## src/rtl/pmq_pkg.sv

```systemverilog
package pmq_pkg;

    // default geometry of the modulator
    localparam int unsigned PMQ_NCH     = 4;
    localparam int unsigned PMQ_DIV_W   = 16;
    localparam int unsigned PMQ_LVL_W   = 8;
    localparam int unsigned PMQ_BUS_W   = 32;
    localparam int unsigned PMQ_ADDR_W  = 8;
    // bit position of the first bypass bit in the output control word
    localparam int unsigned PMQ_BYP_POS = 8;

    // which register a bus address selects
    typedef enum logic [2:0] {
        SLOT_NONE,
        SLOT_CTRL_OUT,
        SLOT_CTRL_DIV,
        SLOT_PERIOD,
        SLOT_SETUP
    } slot_e;

endpackage

```

## src/rtl/pmq_regs.sv

```systemverilog
module pmq_regs
    import pmq_pkg::*;
#(
    parameter int unsigned NCH     = PMQ_NCH,
    parameter int unsigned DIV_W   = PMQ_DIV_W,
    parameter int unsigned LVL_W   = PMQ_LVL_W,
    parameter int unsigned BUS_W   = PMQ_BUS_W,
    parameter int unsigned ADDR_W  = PMQ_ADDR_W,
    parameter int unsigned BYP_POS = PMQ_BYP_POS,
    parameter int unsigned SEL_W   = $clog2(NCH)
) (
    input  logic                             clk_i,
    input  logic                             rst_ni,
    input  logic                             wr_en_i,
    input  logic [ADDR_W-1:0]                addr_i,
    input  logic [BUS_W-1:0]                 wr_data_i,
    output logic [BUS_W-1:0]                 rd_data_o,
    output logic [NCH-1:0]                   out_en_o,
    output logic [NCH-1:0]                   bypass_o,
    output logic [NCH-1:0]                   div_en_o,
    output logic [NCH-1:0][DIV_W-1:0]        limit_o,
    output logic [NCH-1:0][LVL_W-1:0]        level_o,
    output logic [NCH-1:0][SEL_W-1:0]        sel_o,
    output logic [NCH-1:0]                   limit_wr_o,
    output logic [NCH-1:0]                   level_wr_o
);

    // word indices of the register groups
    localparam int unsigned PERIOD_BASE = 2;
    localparam int unsigned SETUP_BASE  = PERIOD_BASE + NCH;
    localparam int unsigned WORD_END    = SETUP_BASE + NCH;

    typedef struct packed {
        logic [NCH-1:0]            out_en;
        logic [NCH-1:0]            bypass;
        logic [NCH-1:0]            div_en;
        logic [NCH-1:0][DIV_W-1:0] limit;
        logic [NCH-1:0][LVL_W-1:0] level;
        logic [NCH-1:0][SEL_W-1:0] sel;
    } regs_t;

    regs_t             st_d, st_q;
    slot_e             kind;
    logic [SEL_W-1:0]  idx;
    int unsigned       word;
    logic [BUS_W-1:0]  rd;
    logic [NCH-1:0]    limit_wr, level_wr;
    logic              unused_wdata;

    assign unused_wdata = ^wr_data_i;

    // address decode shared by the read and write paths
    always_comb begin
        kind = SLOT_NONE;
        idx  = '0;
        word = 32'(addr_i[ADDR_W-1:2]);
        if (addr_i[1:0] == 2'b00) begin
            if (word == 0) begin
                kind = SLOT_CTRL_OUT;
            end else if (word == 1) begin
                kind = SLOT_CTRL_DIV;
            end else if (word >= PERIOD_BASE && word < SETUP_BASE) begin
                kind = SLOT_PERIOD;
                idx  = SEL_W'(word - PERIOD_BASE);
            end else if (word >= SETUP_BASE && word < WORD_END) begin
                kind = SLOT_SETUP;
                idx  = SEL_W'(word - SETUP_BASE);
            end
        end
    end

    // next register state and restart strobes
    always_comb begin
        st_d     = st_q;
        limit_wr = '0;
        level_wr = '0;
        if (wr_en_i) begin
            case (kind)
                SLOT_CTRL_OUT: begin
                    st_d.out_en = wr_data_i[NCH-1:0];
                    st_d.bypass = wr_data_i[BYP_POS +: NCH];
                end
                SLOT_CTRL_DIV: begin
                    st_d.div_en = wr_data_i[NCH-1:0];
                end
                SLOT_PERIOD: begin
                    st_d.limit[idx] = wr_data_i[DIV_W-1:0];
                    limit_wr[idx]   = 1'b1;
                end
                SLOT_SETUP: begin
                    st_d.level[idx] = wr_data_i[LVL_W-1:0];
                    st_d.sel[idx]   = wr_data_i[LVL_W +: SEL_W];
                    level_wr[idx]   = 1'b1;
                end
                default: ;
            endcase
        end
    end

    // read mux
    always_comb begin
        rd = '0;
        case (kind)
            SLOT_CTRL_OUT: begin
                rd[NCH-1:0]       = st_q.out_en;
                rd[BYP_POS +: NCH] = st_q.bypass;
            end
            SLOT_CTRL_DIV: begin
                rd[NCH-1:0] = st_q.div_en;
            end
            SLOT_PERIOD: begin
                rd[DIV_W-1:0] = st_q.limit[idx];
            end
            SLOT_SETUP: begin
                rd[LVL_W-1:0]     = st_q.level[idx];
                rd[LVL_W +: SEL_W] = st_q.sel[idx];
            end
            default: ;
        endcase
    end

    always_ff @(posedge clk_i or negedge rst_ni) begin
        if (!rst_ni) begin
            st_q <= '0;
        end else begin
            st_q <= st_d;
        end
    end

    assign rd_data_o  = rd;
    assign out_en_o   = st_q.out_en;
    assign bypass_o   = st_q.bypass;
    assign div_en_o   = st_q.div_en;
    assign limit_o    = st_q.limit;
    assign level_o    = st_q.level;
    assign sel_o      = st_q.sel;
    assign limit_wr_o = limit_wr;
    assign level_wr_o = level_wr;

endmodule

```

## src/rtl/pmq_divider.sv

```systemverilog
module pmq_divider
    import pmq_pkg::*;
#(
    parameter int unsigned DIV_W = PMQ_DIV_W
) (
    input  logic             clk_i,
    input  logic             rst_ni,
    input  logic             run_i,
    input  logic [DIV_W-1:0] limit_i,
    input  logic             restart_i,
    output logic             tick_o
);

    typedef struct packed {
        logic [DIV_W-1:0] count;
    } div_t;

    div_t st_d, st_q;
    logic at_wrap;
    logic live;

    always_comb begin
        st_d    = st_q;
        live    = run_i && (limit_i != '0) && !restart_i;
        at_wrap = (st_q.count == (limit_i - DIV_W'(1)));
        if (!live) begin
            // stopped, empty period or fresh period value: count rests at zero
            st_d.count = '0;
        end else if (at_wrap) begin
            st_d.count = '0;
        end else begin
            st_d.count = st_q.count + DIV_W'(1);
        end
    end

    always_ff @(posedge clk_i or negedge rst_ni) begin
        if (!rst_ni) begin
            st_q <= '0;
        end else begin
            st_q <= st_d;
        end
    end

    assign tick_o = live && at_wrap;

endmodule

```

## src/rtl/pmq_channel.sv

```systemverilog
module pmq_channel
    import pmq_pkg::*;
#(
    parameter int unsigned NCH   = PMQ_NCH,
    parameter int unsigned LVL_W = PMQ_LVL_W,
    parameter int unsigned SEL_W = $clog2(NCH)
) (
    input  logic             clk_i,
    input  logic             rst_ni,
    input  logic [NCH-1:0]   ticks_i,
    input  logic [SEL_W-1:0] sel_i,
    input  logic [LVL_W-1:0] level_i,
    input  logic             restart_i,
    input  logic             out_en_i,
    input  logic             bypass_i,
    output logic             pwm_o
);

    typedef struct packed {
        logic [LVL_W-1:0] phase;
    } chan_t;

    chan_t st_d, st_q;
    logic  step;

    always_comb begin
        st_d = st_q;
        step = ticks_i[sel_i];
        if (restart_i) begin
            st_d.phase = '0;
        end else if (step) begin
            st_d.phase = st_q.phase + LVL_W'(1);
        end
    end

    always_ff @(posedge clk_i or negedge rst_ni) begin
        if (!rst_ni) begin
            st_q <= '0;
        end else begin
            st_q <= st_d;
        end
    end

    assign pwm_o = out_en_i && (bypass_i || (st_q.phase < level_i));

endmodule

```

## src/rtl/pulse_mod_quad.sv

```systemverilog
module pulse_mod_quad
    import pmq_pkg::*;
#(
    parameter int unsigned NCH    = PMQ_NCH,
    parameter int unsigned DIV_W  = PMQ_DIV_W,
    parameter int unsigned LVL_W  = PMQ_LVL_W,
    parameter int unsigned BUS_W  = PMQ_BUS_W,
    parameter int unsigned ADDR_W = PMQ_ADDR_W
) (
    input  logic              clk_i,
    input  logic              rst_ni,
    input  logic              wr_en_i,
    input  logic [ADDR_W-1:0] addr_i,
    input  logic [BUS_W-1:0]  wr_data_i,
    output logic [BUS_W-1:0]  rd_data_o,
    output logic [NCH-1:0]    pwm_o
);

    localparam int unsigned SEL_W = $clog2(NCH);

    logic [NCH-1:0]            out_en;
    logic [NCH-1:0]            bypass;
    logic [NCH-1:0]            div_en;
    logic [NCH-1:0][DIV_W-1:0] limit;
    logic [NCH-1:0][LVL_W-1:0] level;
    logic [NCH-1:0][SEL_W-1:0] sel;
    logic [NCH-1:0]            limit_wr;
    logic [NCH-1:0]            level_wr;
    logic [NCH-1:0]            tick;

    pmq_regs #(
        .NCH    (NCH),
        .DIV_W  (DIV_W),
        .LVL_W  (LVL_W),
        .BUS_W  (BUS_W),
        .ADDR_W (ADDR_W),
        .BYP_POS(PMQ_BYP_POS),
        .SEL_W  (SEL_W)
    ) u_regs (
        .clk_i     (clk_i),
        .rst_ni    (rst_ni),
        .wr_en_i   (wr_en_i),
        .addr_i    (addr_i),
        .wr_data_i (wr_data_i),
        .rd_data_o (rd_data_o),
        .out_en_o  (out_en),
        .bypass_o  (bypass),
        .div_en_o  (div_en),
        .limit_o   (limit),
        .level_o   (level),
        .sel_o     (sel),
        .limit_wr_o(limit_wr),
        .level_wr_o(level_wr)
    );

    for (genvar k = 0; k < NCH; k++) begin : g_div
        pmq_divider #(
            .DIV_W(DIV_W)
        ) u_div (
            .clk_i    (clk_i),
            .rst_ni   (rst_ni),
            .run_i    (div_en[k]),
            .limit_i  (limit[k]),
            .restart_i(limit_wr[k]),
            .tick_o   (tick[k])
        );
    end

    for (genvar n = 0; n < NCH; n++) begin : g_chan
        pmq_channel #(
            .NCH  (NCH),
            .LVL_W(LVL_W),
            .SEL_W(SEL_W)
        ) u_chan (
            .clk_i    (clk_i),
            .rst_ni   (rst_ni),
            .ticks_i  (tick),
            .sel_i    (sel[n]),
            .level_i  (level[n]),
            .restart_i(level_wr[n]),
            .out_en_i (out_en[n]),
            .bypass_i (bypass[n]),
            .pwm_o    (pwm_o[n])
        );
    end

endmodule

```

## config.mk

```make
export PLATFORM = sky130hd
export DESIGN_NAME = pulse_mod_quad
export DESIGN_NICKNAME = d
export VERILOG_FILES = /design/src/rtl/pmq_pkg.sv /design/src/rtl/pmq_regs.sv /design/src/rtl/pmq_divider.sv /design/src/rtl/pmq_channel.sv /design/src/rtl/pulse_mod_quad.sv
export SDC_FILE = /design/constraint.sdc
export NUM_CORES = 1
export LEC_CHECK = 0
export BUFFER_PORTS_ARGS = -buffer_cell sky130_fd_sc_hd__buf_2
export CORE_MARGIN = 2
export CORE_UTILIZATION = 45
export DETAILED_ROUTE_END_ITERATION = 16
export HOLD_SLACK_MARGIN = 0.12
export PLACE_DENSITY_LB_ADDON = 0.3
export SKIP_LAST_GASP = 1
export SLEW_MARGIN = 15
export SYNTH_ARGS = -nofsm -noshare
export SYNTH_HDL_FRONTEND = slang
export SYNTH_SLANG_ARGS = --single-unit
```

## constraint.sdc

```tcl
create_clock -name clk_i -period 4.6 [get_ports clk_i]
set_clock_uncertainty 0.15 [all_clocks]
set_input_delay 0.92 -clock clk_i [delete_from_list [all_inputs] [get_ports clk_i]]
set_output_delay 0.92 -clock clk_i [all_outputs]
set_load 0.01 [all_outputs]
```

======== Word-level counts from Yosys, hierarchy flattened ========
Cells that the tools add are included.
word-level totals
  output and inout bits ................... 36
  register bits after elaboration ......... 212
  input bits .............................. 43
  logic and storage cells ................. 161
cells by class
  mux-type cells .......................... 60
  reduce and logical (&&, ||, !) cells .... 41
  eq/ne operators ......................... 9
  $add $sub $neg .......................... 14
  order comparisons ....................... 14
operators by type and width
  cell                     number
  $mux W16                 10
  $mux W8                  10
  $add A16 B1 Y16 const B  4
  $bwmux W64               1
  $eq A16 B16 Y1           4
  $reduce_bool A16 Y1      4
  $sub A16 B1 Y16 const B  4
  $add A8 B1 Y8 const B    4
  $bmux W16 S2             1
  $bwmux W32               1
  $demux W16 S2            1
  $lt A8 B8 Y1             4
  $mux W4                  5
  $logic_and A1 B1 Y1      19
  $bmux W8 S2              1
  $demux W8 S2             1
  $pmux W4 S4              1
  $lt A2 B3 Y1 const B     5
  $mux W3                  5
  $mux W2                  7
  $bmux W1 S2              4
  $bwmux W8                1
  $pmux W4 S2              1
  $reduce_and A2 Y1        4
  other kinds (21)         36

======== Depth between registers and ports, before layout ========
  word-level depth ........................ 20
  gate-level depth with buffers ........... 14
  gate-level depth less buffers ........... 11

======== Modules after synthesis ========
Synthesis repeated with hierarchy kept, for this count alone.
second synthesis, totals
  cell total of the unflattened synthesis .. 1404
  area, all modules ....................... 13858.3 µm²
modules (own cells, without submodules)
  module                             times used  area an instance (µm²)  cells an instance  sequential area each (µm²)
  pmq_regs                           1           5671.7                  445                2902.8
  pmq_divider at g_div[1].u_div ...  3           1428.9                  174                400.4
  pmq_channel                        4           613.1                   65                 200.2
  pmq_divider at g_div[0].u_div      1           1447.6                  177                400.4

======== Worst setup path before layout ========
Ideal clock, no wire load.
  kind .................................... input -> output
  from .................................... input port addr_i[6]
  to ...................................... output port rd_data_o[9]
  required time ........................... 3.530 ns
  arrival time ............................ 2.844 ns
  slack ................................... 0.686 ns
  stages .................................. 7
  cells stage by stage .................... nor4_1 -> nand2b_1 -> or2_2 -> buf_1 -> clkbuf_1 -> o221ai_1 -> o211ai_1
between the ends
  longest elaborated chain between the ends .. 10
RTL lines
  what                                                       line                              source
  from (decl)                                                pulse_mod_quad.sv:13              input logic [ADDR_W-1:0] addr_i,
  $ge A6 B3 Y1 or $lt A6 B4 Y1 (tied branches)               pmq_regs.sv:65                    end else if (word >= SETUP_BASE && word < WORD_END) begin
  $logic_and A1 B1 Y1                                        pmq_regs.sv:65
  $mux W2                                                    pmq_regs.sv:65
  $mux W2                                                    pmq_regs.sv:62                    end else if (word >= PERIOD_BASE && word < SETUP_BASE) begin
  $mux W2                                                    pmq_regs.sv:60                    end else if (word == 1) begin
  $mux W2                                                    pmq_regs.sv:58                    if (word == 0) begin
  $mux W2                                                    pmq_regs.sv:57                    if (addr_i[1:0] == 2'b00) begin
  $bmux W2 S2 or $bmux W16 S2 (tied branches)                pmq_regs.sv:116, pmq_regs.sv:112
  $mux W2 (not written as such) or $mux W16 (tied branches)  pmq_regs.sv:116, pmq_regs.sv:112
  $pmux W2 S3 (*)                                            pmq_regs.sv:103                   case (kind)
  to (decl)                                                  pulse_mod_quad.sv:15              output logic [BUS_W-1:0] rd_data_o,
Mark *: on every way between the ends. The rest lies on a longest branch, timed or not. The select of a mux whose other input is x is not followed.

======== Worst setup path in the final report ========
  from .................................... input port addr_i[4]
  to ...................................... output port rd_data_o[6]
between the ends
  longest elaborated chain between the ends .. 10
RTL lines
  what                                                       line
  $ge A6 B3 Y1 or $lt A6 B4 Y1 (tied branches)               pmq_regs.sv:65
  $logic_and A1 B1 Y1                                        pmq_regs.sv:65
  $mux W2                                                    pmq_regs.sv:65
  $mux W2                                                    pmq_regs.sv:62
  $mux W2                                                    pmq_regs.sv:60
  $mux W2                                                    pmq_regs.sv:58
  $mux W2                                                    pmq_regs.sv:57
  $bmux W8 S2 or $bmux W16 S2 (tied branches)                pmq_regs.sv:115, pmq_regs.sv:112
  $mux W8 (not written as such) or $mux W16 (tied branches)  pmq_regs.sv:115, pmq_regs.sv:112
  $pmux W4 S2 (*)                                            pmq_regs.sv:103
Marks and branches as above.

==> summary.md <==
| Metric | Value |
|---|---|
| Die Area | 0.0309 sq mm |
| Share of cells above drive strength 1 | 14.6% |
| Pwr dens | 338 mW/mm^2 |
| Post-CTS Hold Fix Bufs | 0 |
| Max H-tree Level | 1 |
| Area leader, netlist | dfrtp_1 |
| CTS Sinks | 212 |
| GPL Wtd Cong | 0.961 |
| Net Sw Power | 1.39 mW |
| Mapped Cells | 1418 |
| Total Power | 4.92 mW |
| Overflow after GRT | 0 |
| Worst R2R Path Depth | 12 |
| Worst Setup SP | addr_i[4] |
| Sw Share | 28.3% |
| Worst Hold Class | in2async |
| Period utilisation layout | 89.6% |
| Slew @ Worst Pin | 0.940 ns |
| Insertion delay to the later sink of the worst-skew pair | 0.53 ns |
| Sequential cell area fraction in the yosys report | 40.0% |
| Post-Syn Area | 0.0133 sq mm |
| Worst reg2reg endpoint | g_chan[0].u_chan.st_q[6]$_DFFE_PN0P_ |
| Share of the synthesized area in the top cell type | 40.0% |
| Worst Setup Start Kind | primary input |
| Synth unique cells | 77 |
| WP data arrival | 3.05 ns |
| Drt first pass iters | 5 |
| Max cap viols | 0 |
| Post-synthesis register bit count | 212 |
| Mean Syn Cell Area | 9.36 sq um |
| Post-CTS setup buffers | 0 |
| Worst reg2reg startpoint | u_regs.limit_o[16]$_DFFE_PN0P_ |
| Ports | 79 |
| Largest net degree at the start of global routing | 97 |
| CTS max path bufs | 3 |
| TritonCTS Buffers | 25 |
| Total negative slack | 0 ns |
| Initial core utilization | 46.0% |
| CP max FO | 11 |
| CTS tree | built |
| Post-synth EDFFs | 0 |
| Total number of yosys warnings | 0 |
| CP Class | in2out |
| Int Pwr | 3.52 mW |
| Logic pwr share | 14.7% |
| Pleak | 6.55 nW |
| Leading cell type by number of instances after synthesis | dfrtp_1 |
| Commonest cells in the netlist | dfrtp_1, nor2_1, nand2_1 |
| Dpl hpwl | 26.0 mm |
| Post-DRT Antenna Nets | 0 |
| Asr flop ratio synth | 100% |
| Top cells by area, synth | dfrtp_1, mux2_2, xnor2_1 |
| Drc violations | 0 |
| First-pass GRT wire length | 56.7 mm |
| Wire per inst | 19.6 um |
| DIE HEIGHT | 176 um |
| Die W | 176 um |
| Peak VDD IR | 0.352 mV |
| Gates resized, CTS repair | 0 |
| Tot GR Track Use | 23.2% |
| Max-slew headroom | 36.9% |
| RSZ-0062 raised after global routing | no |
| Clock Pin Slew Worst Setup and Hold Paths | 0.06 ns |
| Vias in the first global route | 10100 |
| Status | finished clean |
| Reg power frac | 44.7% |
| Fin util | 50.5% |
| Final Max Tran Viols | 0 |
| Layout area overhead | 9.72% |
| Via density | 5.86 |
| Iter 0 DRT Violations | 767 |
| Setup violators final | 0 |
| DR vias | 10700 |
| WP data required | 3.53 ns |
| Final Hold Fails | 0 |
| Row Count | 62 |
| Initial antenna violation count | 1 |
| Clk network pwr share | 40.6% |
| Fin nets | 1511 |
| Min Tclk post-route | 4.12 ns |
| CTS Root Cell | clkbuf_16 |
| Final wirelength | 35.8 mm |
| # port buffers | 46 |
| R2r setup slk | 0.62 ns |
| Post-synth top flop | dfrtp_1 |
| CP endpoint kind | primary output |
| Worst setup endpoint | rd_data_o[6] |
| CORE AREA | 0.0289 sq mm |
| Fmax | 243 MHz |
-- sequential cells by signal, summed over array words and instances (netlist names) --
name                flops
u_regs.div_en_o         4
u_regs.sel_o            8
u_regs.bypass_o         4
g_div.u_div.st_q       64
g_chan.u_chan.st_q     32
u_regs.level_o         32
u_regs.limit_o         64
u_regs.out_en_o         4
-- metrics by stage --
| step | hold WS [ns] | setup WS (ns) | cells | instance area, sq um |
|---|---|---|---|---|
| final | 0.258 | 0.480 | 1828 | 14600 |
| after CTS | 0.304 | 0.611 | 1827 | 14600 |
| after global routing | 0.325 | 0.323 | 1828 | 14600 |
| after floorplan | 0.343 | 0.686 | 1433 | 13300 |
| after global placement | 0.371 | 0.615 | 1785 | 13700 |
| after detailed placement | 0.381 | 0.617 | 1785 | 13700 |
-- power by group through the flow --
stage | sequential (mW) | combinational [mW] | clock [mW]
finish | 2.20 | 0.724 | 2.00
global route | 2.22 | 0.813 | 2.11
CTS | 2.19 | 0.722 | 2.03
detailed placement | 2.22 | 0.716 | 0
global placement | 2.22 | 0.690 | 0
floorplan | 2.13 | 0.584 | 0
-- cell usage in the layout (no fill, tap or decap), drive strengths merged, types with 40 or more instances in the layout --
| master | synthesis | layout |
|---|---|---|
| dfrtp | 212 | 212 |
| nor2 | 128 | 128 |
| nand2 | 105 | 105 |
| mux2 | 75 | 75 |
| o21ai | 75 | 75 |
| xnor2 | 74 | 74 |
| inv | 66 | 67 |
| buf | 34 | 64 |
| nand3 | 61 | 61 |
| xor2 | 57 | 57 |
| ha | 40 | 40 |
-- how the worst min path moves through the flow --
stage	end	start	slack [ns]	cells after the start
3_5_place_dp	g_div[3].u_div.st_q[0]$_DFF_PN0_	g_div[3].u_div.st_q[0]$_DFF_PN0_	0.38	1
5_1_grt	u_regs.level_o[14]$_DFFE_PN0P_	rst_ni	0.32	1
3_3_place_gp	g_div[3].u_div.st_q[0]$_DFF_PN0_	g_div[3].u_div.st_q[0]$_DFF_PN0_	0.37	1
4_1_cts	g_chan[1].u_chan.st_q[4]$_DFFE_PN0P_	rst_ni	0.30	1
2_1_floorplan	g_div[0].u_div.st_q[0]$_DFF_PN0_	g_div[0].u_div.st_q[0]$_DFF_PN0_	0.34	1
6_report	g_chan[1].u_chan.st_q[4]$_DFFE_PN0P_	rst_ni	0.26	1
-- area by class of cell --
cell class              instances  area, sq um
fillers                      2693        14300
multi-input cells            1059         7320
flip-flops and latches        212         5310
clock buffers                  32          682
well taps                     384          480
repair buffers                 64          388
inverters                      66          248
clock inverters                10          135
diodes                          1         2.50
-- worst max-delay path, cell delays in order --
cell and delay (ns):
buf_2 0.15, nand2b_1 0.16, a21oi_1 0.26, o21ai_1 0.33
a22o_1 0.33, a221oi_1 0.53, o22ai_1 0.20, buf_2 0.19
-- layer usage --
metal  routed length (um)  vias up  track usage, %
met3                 2020       73            2.42
met2                15800      313            35.7
met1                16800     5269            33.9
met4                 1250        0            8.13
met5                    0        -               0
li1                     -     5065               -
-- cells by family after synthesis --
logic type | count (synthesis) | synth area share, %
other | 1 | 0.0283
adder cells (fa/ha/maj) | 40 | 3.77
AO/OA/AOI/OAI | 276 | 14.3
buffers and inverters | 162 | 5.40
XOR/XNOR | 131 | 8.64
flip-flops | 212 | 40.0
multiplexers | 93 | 7.72
AND/OR/NAND/NOR | 503 | 20.2
No activity file was read; power rests on OpenSTA's default activity.
